## src/rtl/vtm_pkg.sv

```systemverilog
package vtm_pkg;
  localparam int unsigned NFIELD = 8;

  localparam logic [7:0] A_FLAGS = 8'h00;
  localparam logic [7:0] A_RES0  = 8'h04;
  localparam logic [7:0] A_CTRL  = 8'h24;
  localparam logic [7:0] A_TRIG  = 8'h28;
  localparam logic [7:0] A_TMO   = 8'h2C;
  localparam logic [7:0] A_STAT  = 8'h30;

  localparam int CB_HPOL = 0;
  localparam int CB_VPOL = 1;
  localparam int CB_EN   = 2;
  localparam int CB_IRQ  = 3;
  localparam int CB_LINE = 4;

  // segment of a line (in clocks) or of a frame (in lines); value = field index
  typedef enum logic [1:0] {
    SEG_SYNC  = 2'd0,
    SEG_BACK  = 2'd1,
    SEG_ACT   = 2'd2,
    SEG_FRONT = 2'd3
  } seg_e;

  function automatic seg_e seg_of(input logic in_sync, input logic in_act,
                                  input logic act_seen);
    if (in_sync) return SEG_SYNC;
    if (in_act) return SEG_ACT;
    if (act_seen) return SEG_FRONT;
    return SEG_BACK;
  endfunction
endpackage

```

## src/rtl/vtm_sync2.sv

```systemverilog
module vtm_sync2 #(
  parameter int W = 3
) (
  input  logic         clk,
  input  logic         rst_n,
  input  logic [W-1:0] d,
  input  logic [W-1:0] inv,
  output logic [W-1:0] q
);
  logic [W-1:0] s1, s2;

  always_ff @(posedge clk or negedge rst_n) begin
    if (!rst_n) begin
      s1 <= '0;
      s2 <= '0;
    end else begin
      s1 <= d;
      s2 <= s1;
    end
  end

  assign q = s2 ^ inv;
endmodule

```

## src/rtl/vtm_line_stage.sv

```systemverilog
module vtm_line_stage
  import vtm_pkg::*;
#(
  parameter int CNT_W = 16
) (
  input  logic                  clk,
  input  logic                  rst_n,
  input  logic                  en,
  input  logic                  hs,
  input  logic                  vs,
  input  logic                  de,
  output logic                  line_done,
  output logic                  line_had_de,
  output logic                  line_vs,
  output logic                  next_vs,
  output logic [3:0][CNT_W-1:0] seg_len
);
  logic hs_d, armed, seen_de, cur_vs;
  logic [3:0][CNT_W-1:0] cnt;
  seg_e seg;

  always_comb seg = seg_of(hs, de, seen_de);

  always_ff @(posedge clk or negedge rst_n) begin
    if (!rst_n) begin
      hs_d <= 1'b0; armed <= 1'b0; seen_de <= 1'b0; cur_vs <= 1'b0;
      cnt <= '0; seg_len <= '0; line_done <= 1'b0;
      line_had_de <= 1'b0; line_vs <= 1'b0; next_vs <= 1'b0;
    end else if (!en) begin
      hs_d <= 1'b0; armed <= 1'b0; seen_de <= 1'b0; cur_vs <= 1'b0;
      cnt <= '0; line_done <= 1'b0;
    end else begin
      hs_d      <= hs;
      line_done <= 1'b0;
      if (hs && !hs_d) begin
        if (armed) begin
          line_done   <= 1'b1;
          seg_len     <= cnt;
          line_had_de <= seen_de;
          line_vs     <= cur_vs;
          next_vs     <= vs;
        end
        armed         <= 1'b1;
        cur_vs        <= vs;
        seen_de       <= 1'b0;
        cnt           <= '0;
        cnt[SEG_SYNC] <= CNT_W'(1);
      end else begin
        cnt[seg] <= cnt[seg] + 1'b1;
        if (seg == SEG_ACT) seen_de <= 1'b1;
      end
    end
  end
endmodule

```

## src/rtl/vtm_frame_stage.sv

```systemverilog
module vtm_frame_stage
  import vtm_pkg::*;
#(
  parameter int CNT_W = 16
) (
  input  logic                  clk,
  input  logic                  rst_n,
  input  logic                  en,
  input  logic                  line_done,
  input  logic                  line_had_de,
  input  logic                  line_vs,
  input  logic                  next_vs,
  output logic                  frame_done,
  output logic [3:0][CNT_W-1:0] seg_len
);
  logic armed, seen_act;
  logic [3:0][CNT_W-1:0] cnt, cnt_n;
  seg_e seg;

  always_comb begin
    seg        = seg_of(line_vs, line_had_de, seen_act);
    cnt_n      = cnt;
    cnt_n[seg] = cnt[seg] + 1'b1;
  end

  always_ff @(posedge clk or negedge rst_n) begin
    if (!rst_n) begin
      armed <= 1'b0; seen_act <= 1'b0; cnt <= '0;
      frame_done <= 1'b0; seg_len <= '0;
    end else if (!en) begin
      armed <= 1'b0; seen_act <= 1'b0; cnt <= '0; frame_done <= 1'b0;
    end else begin
      frame_done <= 1'b0;
      if (line_done) begin
        if (next_vs && !line_vs) begin
          if (armed) begin
            frame_done <= 1'b1;
            seg_len    <= cnt_n;
          end
          armed    <= 1'b1;
          seen_act <= 1'b0;
          cnt      <= '0;
        end else begin
          cnt <= cnt_n;
          if (seg == SEG_ACT) seen_act <= 1'b1;
        end
      end
    end
  end
endmodule

```

## src/rtl/vtm_hs_watchdog.sv

```systemverilog
module vtm_hs_watchdog #(
  parameter int TMO_W = 16
) (
  input  logic             clk,
  input  logic             rst_n,
  input  logic             en,
  input  logic             hs,
  input  logic [TMO_W-1:0] limit,
  output logic             timed_out
);
  logic [TMO_W-1:0] low_cnt;

  always_ff @(posedge clk or negedge rst_n) begin
    if (!rst_n) begin
      low_cnt <= '0; timed_out <= 1'b0;
    end else if (!en || hs) begin
      low_cnt <= '0; timed_out <= 1'b0;
    end else if (low_cnt >= limit) begin
      timed_out <= 1'b1;
    end else begin
      low_cnt <= low_cnt + 1'b1;
    end
  end
endmodule

```

## src/rtl/vid_timing_meas.sv

```systemverilog
module vid_timing_meas
  import vtm_pkg::*;
#(
  parameter int CNT_W = 16,
  parameter int TMO_W = 16,
  parameter int AW    = 8
) (
  input  logic          clk,
  input  logic          rst_n,
  input  logic          vid_hsync,
  input  logic          vid_vsync,
  input  logic          vid_de,
  input  logic          bus_wr,
  input  logic [AW-1:0] bus_addr,
  input  logic [31:0]   bus_wdata,
  output logic [31:0]   bus_rdata,
  output logic          irq
);
  localparam logic [TMO_W-1:0] TMO_RST = TMO_W'(32'h1FFF);

  logic [4:0]            ctrl_q;
  logic [NFIELD-1:0]     trig_q, flags_q, flag_set, lat;
  logic [TMO_W-1:0]      tmo_q;
  logic                  init_done_q, tmo_flag;
  logic [NFIELD-1:0][CNT_W-1:0] res_q, nv;
  logic [3:0][CNT_W-1:0] l_len, f_len, h_shadow;
  logic [2:0]            pins_n;
  logic                  hs_n, vs_n, de_n;
  logic                  line_done, line_had_de, line_vs, next_vs, frame_done;
  logic                  unused_bits;

  assign unused_bits = ^bus_wdata[31:8];

  vtm_sync2 #(.W(3)) u_sync (
    .clk(clk), .rst_n(rst_n),
    .d({vid_de, vid_vsync, vid_hsync}),
    .inv({1'b0, ctrl_q[CB_VPOL], ctrl_q[CB_HPOL]}),
    .q(pins_n));
  assign {de_n, vs_n, hs_n} = pins_n;

  vtm_line_stage #(.CNT_W(CNT_W)) u_line (
    .clk(clk), .rst_n(rst_n), .en(ctrl_q[CB_EN]),
    .hs(hs_n), .vs(vs_n), .de(de_n),
    .line_done(line_done), .line_had_de(line_had_de),
    .line_vs(line_vs), .next_vs(next_vs), .seg_len(l_len));

  vtm_frame_stage #(.CNT_W(CNT_W)) u_frame (
    .clk(clk), .rst_n(rst_n), .en(ctrl_q[CB_EN]),
    .line_done(line_done), .line_had_de(line_had_de),
    .line_vs(line_vs), .next_vs(next_vs),
    .frame_done(frame_done), .seg_len(f_len));

  vtm_hs_watchdog #(.TMO_W(TMO_W)) u_wd (
    .clk(clk), .rst_n(rst_n), .en(ctrl_q[CB_EN]), .hs(hs_n),
    .limit(tmo_q), .timed_out(tmo_flag));

  // result fields: 0..3 vertical, 4..7 horizontal
  for (genvar i = 0; i < NFIELD; i++) begin : g_field
    if (i < 4) begin : g_v
      assign lat[i] = frame_done;
      assign nv[i]  = f_len[i];
    end else begin : g_h
      assign lat[i] = ctrl_q[CB_LINE] ? line_done : frame_done;
      assign nv[i]  = ctrl_q[CB_LINE] ? l_len[i-4] : h_shadow[i-4];
    end
    assign flag_set[i] = lat[i] && (nv[i] != res_q[i]) && trig_q[i];

    always_ff @(posedge clk or negedge rst_n) begin
      if (!rst_n)      res_q[i] <= '0;
      else if (lat[i]) res_q[i] <= nv[i];
    end
  end

  always_ff @(posedge clk or negedge rst_n) begin
    if (!rst_n) begin
      ctrl_q <= '0; trig_q <= '1; tmo_q <= TMO_RST; flags_q <= '0;
      init_done_q <= 1'b0; h_shadow <= '0;
    end else begin
      if (bus_wr && bus_addr == AW'(A_CTRL)) ctrl_q <= bus_wdata[4:0];
      if (bus_wr && bus_addr == AW'(A_TRIG)) trig_q <= bus_wdata[NFIELD-1:0];
      if (bus_wr && bus_addr == AW'(A_TMO) && bus_wdata[TMO_W-1:0] != '0)
        tmo_q <= bus_wdata[TMO_W-1:0];
      flags_q <= (flags_q & ~((bus_wr && bus_addr == AW'(A_FLAGS)) ?
                              bus_wdata[NFIELD-1:0] : '0)) | flag_set;
      if (!ctrl_q[CB_EN])  init_done_q <= 1'b0;
      else if (frame_done) init_done_q <= 1'b1;
      if (line_done && line_had_de) h_shadow <= l_len;
    end
  end

  always_comb begin
    bus_rdata = '0;
    if (bus_addr == AW'(A_FLAGS)) bus_rdata = 32'(flags_q);
    if (bus_addr == AW'(A_CTRL))  bus_rdata = 32'(ctrl_q);
    if (bus_addr == AW'(A_TRIG))  bus_rdata = 32'(trig_q);
    if (bus_addr == AW'(A_TMO))   bus_rdata = 32'(tmo_q);
    if (bus_addr == AW'(A_STAT))  bus_rdata = {30'd0, init_done_q, tmo_flag};
    for (int k = 0; k < NFIELD; k++)
      if (bus_addr == AW'(A_RES0 + 4 * k)) bus_rdata = 32'(res_q[k]);
  end

  assign irq = ctrl_q[CB_IRQ] && |(flags_q & trig_q);
endmodule

```

## config.mk

```make
export PLATFORM = sky130hd
export DESIGN_NAME = vid_timing_meas
export DESIGN_NICKNAME = d
export VERILOG_FILES = /design/src/rtl/vtm_pkg.sv /design/src/rtl/vtm_sync2.sv /design/src/rtl/vtm_line_stage.sv /design/src/rtl/vtm_frame_stage.sv /design/src/rtl/vtm_hs_watchdog.sv /design/src/rtl/vid_timing_meas.sv
export SDC_FILE = /design/constraint.sdc
export NUM_CORES = 1
export LEC_CHECK = 0
export BUFFER_PORTS_ARGS = -buffer_cell sky130_fd_sc_hd__buf_2
export CORE_UTILIZATION = 49
export DETAILED_ROUTE_END_ITERATION = 8
export PLACE_DENSITY_LB_ADDON = 0.08
export SLEW_MARGIN = 20
export SYNTH_ARGS = -nofsm -noshare
export SYNTH_HDL_FRONTEND = slang
export SYNTH_HIERARCHICAL = 1
export SYNTH_SLANG_ARGS = --single-unit
```

## constraint.sdc

```tcl
create_clock -name clk -period 3 [get_ports clk]
set_input_delay 0.6 -clock clk [delete_from_list [all_inputs] [get_ports clk]]
set_output_delay 0.6 -clock clk [all_outputs]
set_load 0.01 [all_outputs]
```

Word-level counts from Yosys, hierarchy flattened
Index checks and enable logic that the tools add are counted.

word-level totals
  flip-flop bits (word level) = 520
  bits of input ports = 46
  output and inout port bits = 33

cells by class
  $add $sub $neg = 3
  $lt $le $gt $ge = 5
  eq/ne operators = 29
  mux-type cells = 86
  bitwise operators = 5
  reduce and logical (&&, ||, !) cells = 39

operators by type and width
  cell                     count
  $mux W32                 12
  $mux W64                 5
  $mux W16                 10
  $bwmux W64               2
  $ne A16 B16 Y1           8
  $bmux W16 S2             2
  $demux W16 S2            2
  $add A16 B1 Y16 const B  3
  $eq A8 B6 Y1 const B     5
  $mux W1                  39
  $eq A8 B5 Y1 const B     4
  $logic_and A1 B1 Y1      27
  $mux W2                  12
  $and A8 B8 Y8            2
  $eq A8 B4 Y1 const B     2
  $ge A16 B16 Y1           1
  $mux W8                  2
  $reduce_bool A16 Y1      1
  $ne A2 B1 Y1 const B     5
  $eq A8 B3 Y1 const B     1
  $logic_not A8 Y1         1
  $not A8 Y8               1
  $or A8 B8 Y8             1
  $reduce_or A8 Y1         1
  11 further kinds         18

Longest topological paths before layout
Gate-level depths: netlist of the first run.

  depth after elaboration = 15
  mapped depth = 14

Hierarchy
Netlist of the first run, hierarchy kept.

modules (own cells, without submodules)
  module           instances  cells an instance  area an instance (um2)
  vid_timing_meas  1          1150               12643.4
  vtm_frame_stage  1          686                6466.2
  vtm_line_stage   1          693                6226.0
  vtm_hs_watchdog  1          166                1493.9
  vtm_sync2        1          9                  176.4

Worst setup path before layout of the first run
OpenSTA, ideal clock, no wires.

  kind = register to register
  start = register ctrl_q[0]
  end = register u_line/cnt[29] (netlist bit)
  data arrival time = 3.068 ns
  data required time = 2.913 ns
  slack = -0.155 ns
  stages on the path, launching flop included = 11
  path buffers = 2
  period minus slack after synthesis = 3.155 ns
  path through = dfrtp_1 -> xor2_1 -> buf_6 -> nor2_4 -> a222oi_1 -> nand4b_1 -> or4b_1 -> buf_6 -> or3_4 -> and2_4 -> a211oi_2

on the way
  cells in the longest elaborated chain, start to end = 10
  elaborated cells between the ends (all ways) = 15
  those cells by class = add/sub: 1; order compare: 2; mux: 9; bitwise: 1; reduce/logical: 2

RTL lines
  what                                                     line                   source
  from (decl)                                              vid_timing_meas.sv:21  logic [4:0] ctrl_q;
  from (signal assigned)                                   vid_timing_meas.sv:79  if (bus_wr && bus_addr == AW'(A_CTRL)) ctrl_q <= bus_wdata[4:0];
  $xor A3 B2 Y3 *                                          vtm_sync2.sv:22        assign q = s2 ^ inv;
  net pins_n[0]                                            vid_timing_meas.sv:27  logic [2:0] pins_n;
  branches (longest 7 deep; another with $add A16 B1 Y16)  -
  $mux W64 *                                               vtm_line_stage.sv:35   if (hs && !hs_d) begin
  $mux W64 *                                               vtm_line_stage.sv:29   end else if (!en) begin
  to (signal, indexed assignment)                          vtm_line_stage.sv:49   cnt[seg] <= cnt[seg] + 1'b1;
  to (decl)                                                vtm_line_stage.sv:19   logic [3:0][CNT_W-1:0] cnt;

Mark *: on every way through the listed nets, which the timed path passes. The select of a mux whose other input is x is not followed.
A chain may end at the register's enable or synchronous reset.

Worst setup path after layout of the first run
  start = input port bus_addr[4]
  end = output port bus_rdata[11]

on the way
  cells in the longest elaborated chain, start to end = 12
  elaborated cells between the ends (all ways) = 22
  those cells by class = eq/ne: 11; mux: 11

RTL lines
  what                   line                   source
  from (decl)            vid_timing_meas.sv:14  input logic [AW-1:0] bus_addr,
  $eq A8 B6 Y1           vid_timing_meas.sv:95  if (bus_addr == AW'(A_TRIG)) bus_rdata = 32'(trig_q);
  $mux W32               vid_timing_meas.sv:95
  $mux W32               vid_timing_meas.sv:96  if (bus_addr == AW'(A_TMO)) bus_rdata = 32'(tmo_q);
  $mux W32               vid_timing_meas.sv:97  if (bus_addr == AW'(A_STAT)) bus_rdata = {30'd0, init_done_q, tmo_flag};
  $mux W32 (7 in a row)  vid_timing_meas.sv:99  if (bus_addr == AW'(A_RES0 + 4 * k)) bus_rdata = 32'(res_q[k]);
  $mux W32 *             vid_timing_meas.sv:99
  to (decl)              vid_timing_meas.sv:16  output logic [31:0] bus_rdata,

Every way passes the cells marked *; elsewhere a longest branch is shown, timed or not.

==> results.json, run 1 <==
{
  "detailedRoute.firstPassIterationCount": 8,
  "crit_path_start": "bus_addr[4]",
  "grt_use_total": 0.310,
  "critical_path.endpoint_type": "output pin",
  "design.portCount": 79,
  "power.leakage_nw": 15.0,
  "number_of_global_route_vias_before_repair": 21000,
  "synth-warning-count": 6,
  "nets": 2983,
  "rows": 85,
  "primary_flip_flop_cell_chosen_by_synthesis_mapping": "sky130_fd_sc_hd__dfrtp_1",
  "numPlacedInstances": 3532,
  "power.switching_fraction": 0.236,
  "area.growth.synth_to_final_pct": 19.6,
  "syn_inst": 2704,
  "ys_async_sr_fraction": 1.00,
  "postSynthRegisterBits": 520,
  "initial_utilization": 0.499,
  "detailedPlacementHpwl_um": 64900,
  "synth.mux.area_fraction": 0.104,
  "crit_family": "compound AO/OA/AOI/OAI gates",
  "die_w_um": 237,
  "timing.final.ws_setup_ns": -0.103,
  "ctsLongestPathBuffers": 3,
  "clockPowerShare": 0.485,
  "tightest_slew_ns": 0.801,
  "antenna_violating_nets_post_route": 0,
  "violations": "negative setup slack",
  "die_h_um": 237,
  "critical_path.cell_chain": "buf_8 > or4_4 > nor2_8 > o21ai_2 > a222oi_1 > o21ai_1 > buf_2",
  "clock.fmax_mhz": 322,
  "netlist_cell_types": 108,
  "route.vias.total": 21900,
  "synth_top_cells_by_area": "sky130_fd_sc_hd__dfrtp_1, sky130_fd_sc_hd__nand2_1, sky130_fd_sc_hd__mux2_2",
  "syn_area_per_cell_sq_um": 9.99,
  "setup_viol": 6,
  "rsz0062_at_grt": "true",
  "root_buf_cell": "sky130_fd_sc_hd__clkbuf_16",
  "finalWeightedCongestion": 0.929,
  "comb_power_share": 0.059,
  "finalHoldWorstSlack_ns": 0.0705,
  "vias_per_cell": 5.99,
  "grt_start_max_net_pins": 67,
  "worst_hold_path_type": "in -> reg",
  "power-per-cell-area_nw_per_um2": 483,
  "post_drt_wl_per_cell_um": 23.7,
  "worstSetupPathType": "in -> out",
  "route.final.wire_length_um": 86700,
  "synth-edff-count": 0,
  "hold_start": "vid_vsync",
  "post_synth_xor_area_fraction": 0.0529,
  "crit_required_ns": 2.40,
  "timing.max_slew.rel_slack": 0.464,
  "critical_path_buf_inv_count": 2,
  "dp_slack_ns": -0.336,
  "cap_viol_max_count": 0,
  "slowest_delay_ns": 0.58,
  "global_route_wire_length_before_repair_um": 131000,
  "fin_setup_tns_ns": -0.273,
  "post-synth-top-area-fraction": 0.462,
  "io_buffer_count": 46,
  "sequential_cell_fraction_of_total_power": 0.456,
  "seq_area_frac_synth": 0.483,
  "final_core_utilization": 0.597,
  "finalClockSkew_ns": 0.0157,
  "worst_setup_path_start_kind": "input port",
  "arrival_ns": 2.50,
  "num_antenna_cells": 0,
  "h-tree-depth": 2,
  "clock_network_latency_to_the_later_pin_of_the_worst_skew_pair_ns": 0.64,
  "tritoncts.num_buffers": 57,
  "result_of_the_run": "finished with violations",
  "synth_top_family_by_area": "simple AND/OR/NAND/NOR gates",
  "clock_tree_from_tritoncts": "built",
  "critical_path.max_fanout": 6,
  "clk_pin_slew_ns": 0.05,
  "core_region_sq_um": 54100,
  "yosys.area_share.simple": 0.169,
  "hold_violations": 0,
  "die-area_sq_um": 56100,
  "synthAdderAreaFrac": 0.00880,
  "worst_ir_drop_vdd_mv": 0.455,
  "r2r_start": "u_sync/s2[0]",
  "maxSlewViolCount": 0,
  "timing.final.crit_period_ns": 3.10,
  "post-route-drc-count": 0,
  "crit_slowest_cell": "sky130_fd_sc_hd__or4_4",
  "power_report.internal_total_mw": 11.9,
  "fraction_of_final_layout_cells_sized_beyond_drive_strength_1": 0.239,
  "finalCritPeriodShare": 1.03,
  "grt_antenna_before_repair": 2,
  "netlist_area_sq_um": 27000,
  "power.net_switching_mw": 3.68,
  "synth_top_area_cell": "sky130_fd_sc_hd__dfrtp_1",
  "synth_compound_gate_area_share": 0.142,
  "numClockSinks": 520,
  "drt_first_iter_violations": 2412,
  "grt_overflow_total": 0,
  "layoutNonFillerInstCount": 3662
}
-- synthesized netlist by cell type, drive strengths merged (8+ instances only) --
cell,count
a211oi,12
a21boi,11
a21o,8
a21oi,155
a222oi,12
a22o,47
a22oi,18
a31oi,19
a32o,13
and2,21
and3,25
buf,76
clkbuf,100
dfrtp,499
dfstp,21
ha,19
inv,56
mux2,154
mux2i,103
nand2,450
nand2b,25
nand3,56
nand4,26
nor2,132
nor2b,41
nor3,23
nor3b,18
nor4,53
o211ai,9
o21a,17
o21ai,172
o22ai,11
o2bb2ai,8
o31ai,18
or3,15
xnor2,83
xor2,80
-- sequential cells by signal (all words and copies together), names as in the netlist, 3 cells and up --
signal	cells
res_q	128
h_shadow	64
u_frame/cnt	64
u_frame/seg_len	64
u_line/cnt	64
u_line/seg_len	64
tmo_q	16
u_wd/low_cnt	16
flags_q	8
trig_q	8
ctrl_q	5
u_sync/s1	3
u_sync/s2	3
-- worst register-to-register path: cells and delay by family (launching register included) --
family / cells / cell delay (ns)
xor gates and xnor gates: 1 / 0.42
AOI/OAI and AO/OA: 2 / 0.62
and+or+nand+nor: 5 / 1.49
DFF: 1 / 0.43
-- placed cells by master (no fill, tap or decap), types with 19 or more instances in the layout --
master and instances:
sky130_fd_sc_hd__a21oi_1 146, sky130_fd_sc_hd__a22o_1 46, sky130_fd_sc_hd__a31oi_1 19, sky130_fd_sc_hd__and3_1 25, sky130_fd_sc_hd__buf_12 24, sky130_fd_sc_hd__buf_2 41
sky130_fd_sc_hd__buf_4 226, sky130_fd_sc_hd__clkbuf_16 57, sky130_fd_sc_hd__dfrtp_1 494, sky130_fd_sc_hd__dfstp_2 21, sky130_fd_sc_hd__inv_1 54, sky130_fd_sc_hd__mux2_2 143
sky130_fd_sc_hd__mux2i_1 103, sky130_fd_sc_hd__nand2_1 447, sky130_fd_sc_hd__nand2b_1 25, sky130_fd_sc_hd__nand3_1 49, sky130_fd_sc_hd__nand4_1 24, sky130_fd_sc_hd__nor2_1 122
sky130_fd_sc_hd__nor2b_1 37, sky130_fd_sc_hd__nor4_1 46, sky130_fd_sc_hd__o21ai_0 144, sky130_fd_sc_hd__xnor2_1 80, sky130_fd_sc_hd__xor2_1 76
-- final timing paths --
| kind | endpoint | cells past startpoint | slack [ns] |
|---|---|---|---|
| min in group asynchronous | res_q[26] | 2 | 0.55 |
| max in group asynchronous | res_q[76] | 3 | 1.51 |
| setup reg to reg | u_line/cnt[29] | 8 | -0.04 |
| hold / removal | u_sync/s1[1] | 1 | 0.07 |
| hold reg to reg | u_sync/s2[2] | 0 | 0.35 |
| setup / recovery | bus_rdata[11] | 7 | -0.10 |
-- logic make-up (layout without fill, tap and decap cells) --
logic type      Yosys count  in the layout
simple gates            926            926
compound gates          585            585
flops                   520            520
mux                     257            257
buf+inv                 233            478
xor+xnor                163            164
fa+ha+maj                19             19
other cells               1             17
-- metal layers --
metal | share of wire | vias to the layer above | track usage | routed length, um
li1 | - | 10000 | - | -
met1 | 0.47 | 11000 | 0.472 | 40600
met2 | 0.43 | 768 | 0.454 | 37200
met3 | 0.074 | 148 | 0.0526 | 6400
met4 | 0.029 | 0 | 0.0860 | 2540
met5 | 0 | - | 0 | 0
-- power by group through the flow --
stage	combinational (mW)	clock [mW]	sequential, mW
finish	0.926	7.57	7.11
floorplan	0.412	0	7.20
global placement	0.823	0	7.23
detailed placement	0.834	0	7.23
global route	1.00	8.00	7.11
CTS	0.894	7.70	7.11
-- per-stage QoR --
step / power [mW] / area, sq um
global placement: 8.06 / 29500
global route: 16.1 / 32300
floorplan: 7.61 / 27100
finish: 15.6 / 32300
detailed placement: 8.07 / 29500
CTS: 15.7 / 31900
-- cell type report --
class / instances / area (sq um)
Timing Repair Buffer: 314 / 2670
Clock buffer: 78 / 1640
Multi-Input combinational cell: 1968 / 13500
Inverter: 57 / 214
Clock inverter: 29 / 399
Fill cell: 4660 / 21800
Tap cell: 696 / 871
Sequential cell: 520 / 13000
-- repair_timing --
| action | CTS | global route |
|---|---|---|
| gates resized for setup | 59 | 79 |
| cloned | 2 | 1 |
| pin swaps | 31 | 50 |
| buffers inserted | 16 | 13 |
| hold endpoints to repair | 37 | 0 |
| endpoints found under the setup margin | 43 | 60 |
| hold buffers | 1 | 0 |
(Power assumes the default switching activity.)
==> inputs of run 2 (changes only) <==
- clock period: 3 -> 4 ns (I/O delays scaled with it)
==> run 2 against run 1 <==
The run now ends clean. Largest cell class is now sequential cells. Power decreased by 28%. Hold slack improved by 0.15 ns. Sequential power decreased by 25%. Critical path type unchanged.
==> results.json, run 2 (synthesis results as in run 1) <==
{
  "result_of_the_run": "finished clean",
  "io_buffer_count": 46,
  "tritoncts.num_buffers": 56,
  "clockPowerShare": 0.478,
  "finalWeightedCongestion": 0.956,
  "rows": 85,
  "final_core_utilization": 0.554,
  "number_of_global_route_vias_before_repair": 20300,
  "setup_viol": 0,
  "die_w_um": 237,
  "numClockSinks": 520,
  "detailedRoute.firstPassIterationCount": 5,
  "timing.final.ws_setup_ns": 0.138,
  "nets": 2801,
  "worst_ir_drop_vdd_mv": 0.297,
  "die-area_sq_um": 56100,
  "r2r_start": "u_line/line_had_de",
  "route.final.wire_length_um": 83300,
  "arrival_ns": 3.06,
  "clock_tree_from_tritoncts": "built",
  "post-route-drc-count": 0,
  "cts_hold_repair.buffers": 0,
  "largest_register": "res_q",
  "cap_viol_max_count": 0,
  "power.leakage_nw": 13.8,
  "root_buf_cell": "sky130_fd_sc_hd__clkbuf_16",
  "largest_register_ffs": 128,
  "power.switching_fraction": 0.231,
  "grt_use_total": 0.300,
  "die_h_um": 237,
  "critical_path.reg2reg.endpoint": "u_frame/cnt[30]",
  "h-tree-depth": 2,
  "initial_utilization": 0.499,
  "tightest_slew_ns": 0.949,
  "clk_pin_slew_ns": 0.06,
  "route.vias.total": 21100,
  "comb_power_share": 0.049,
  "final_common_cell": "sky130_fd_sc_hd__dfrtp_1",
  "antenna_violating_nets_post_route": 0,
  "clock.fmax_mhz": 259,
  "grt_overflow_total": 0,
  "worst_setup_path_start_kind": "input port",
  "post_drt_wl_per_cell_um": 23.9,
  "finalClockSkew_ns": 0.0124,
  "reg2regPathDepth": 8,
  "fin_setup_tns_ns": 0,
  "detailedPlacementHpwl_um": 60800,
  "sequential_cell_fraction_of_total_power": 0.473,
  "timing.final.crit_period_ns": 3.86,
  "dp_slack_ns": 0.198,
  "power-per-cell-area_nw_per_um2": 376,
  "rsz0062_at_grt": "false",
  "post-cts-setup-buffers": 0,
  "core_region_sq_um": 54100,
  "area.growth.synth_to_final_pct": 11.1,
  "critical_path.endpoint_type": "output pin",
  "power.total_mw": 11.3,
  "hold_violations": 0,
  "worst_hold_path_type": "in -> async",
  "drt_first_iter_violations": 2044,
  "grt_antenna_before_repair": 3,
  "critical_path.max_fanout": 14,
  "crit_required_ns": 3.20,
  "global_route_wire_length_before_repair_um": 128000,
  "clock_network_latency_to_the_later_pin_of_the_worst_skew_pair_ns": 0.62,
  "finalCritPeriodShare": 0.965,
  "design.portCount": 79,
  "ctsLongestPathBuffers": 3,
  "power.net_switching_mw": 2.61,
  "post_cts_resize_count": 0,
  "power_report.internal_total_mw": 8.67,
  "maxSlewViolCount": 0,
  "mostFrequentLayoutCells": "sky130_fd_sc_hd__dfrtp_1, sky130_fd_sc_hd__nand2_1, sky130_fd_sc_hd__o21ai_0",
  "worstSetupPathType": "in -> out",
  "vias_per_cell": 6.07,
  "fraction_of_final_layout_cells_sized_beyond_drive_strength_1": 0.162,
  "grt_start_max_net_pins": 90,
  "worst-r2r-setup-slack_ns": 0.42,
  "timing.max_slew.rel_slack": 0.367
}
run 2: worst max-delay path by stage:
stage,startpoint,cells past startpoint,to
final,bus_addr[3],7,bus_rdata[15]
after global routing,bus_addr[3],7,bus_rdata[9]
after global placement,bus_addr[3],7,bus_rdata[9]
after CTS,bus_addr[3],7,bus_rdata[9]
after detailed placement,bus_addr[3],7,bus_rdata[9]
after floorplan,ctrl_q[0],10,u_line/cnt[29]
run 2: layer usage:
metal  routed length [um]  vias up  track usage
met5                    0        -            0
met4                 1880        0       0.0687
met3                 5560      114       0.0506
met2                36200      662        0.443
met1                39600    10700        0.458
li1                     -     9628            -
run 2: power groups by stage:
stage | sequential, mW | clock, mW | combinational [mW]
final | 5.34 | 5.40 | 0.549
after global routing | 5.34 | 5.71 | 0.604
after CTS | 5.34 | 5.51 | 0.551
after detailed placement | 5.43 | 0 | 0.550
after global placement | 5.43 | 0 | 0.542
after floorplan | 5.40 | 0 | 0.308
run 2: final cells by class:
class                      instances  area (sq um)
clock inverter                    21           300
tap                              696           871
inverter                          57           214
timing repair buffer             134          1000
sequential                       520         13000
clock buffer                      80          1590
fill                            4747         24100
multi-input combinational       1967         13000
antenna                            3          7.51
run 2: through the flow:
stage / cell area, sq um / hold WS (ns) / cells
final: 30000 / 0.218 / 3478
after global routing: 30000 / 0.264 / 3477
after CTS: 30000 / 0.221 / 3475
after detailed placement: 28100 / 0.337 / 3374
after global placement: 28100 / 0.333 / 3374
after floorplan: 27100 / 0.331 / 2720
run 2: worst max-delay path: stages:
cell and delay, ns:
sky130_fd_sc_hd__buf_2 0.29, sky130_fd_sc_hd__or3b_1 0.57, sky130_fd_sc_hd__nor2_8 0.27, sky130_fd_sc_hd__o21ai_0 0.12, sky130_fd_sc_hd__a222oi_1 0.44, sky130_fd_sc_hd__o21ai_0 0.32
sky130_fd_sc_hd__buf_2 0.23
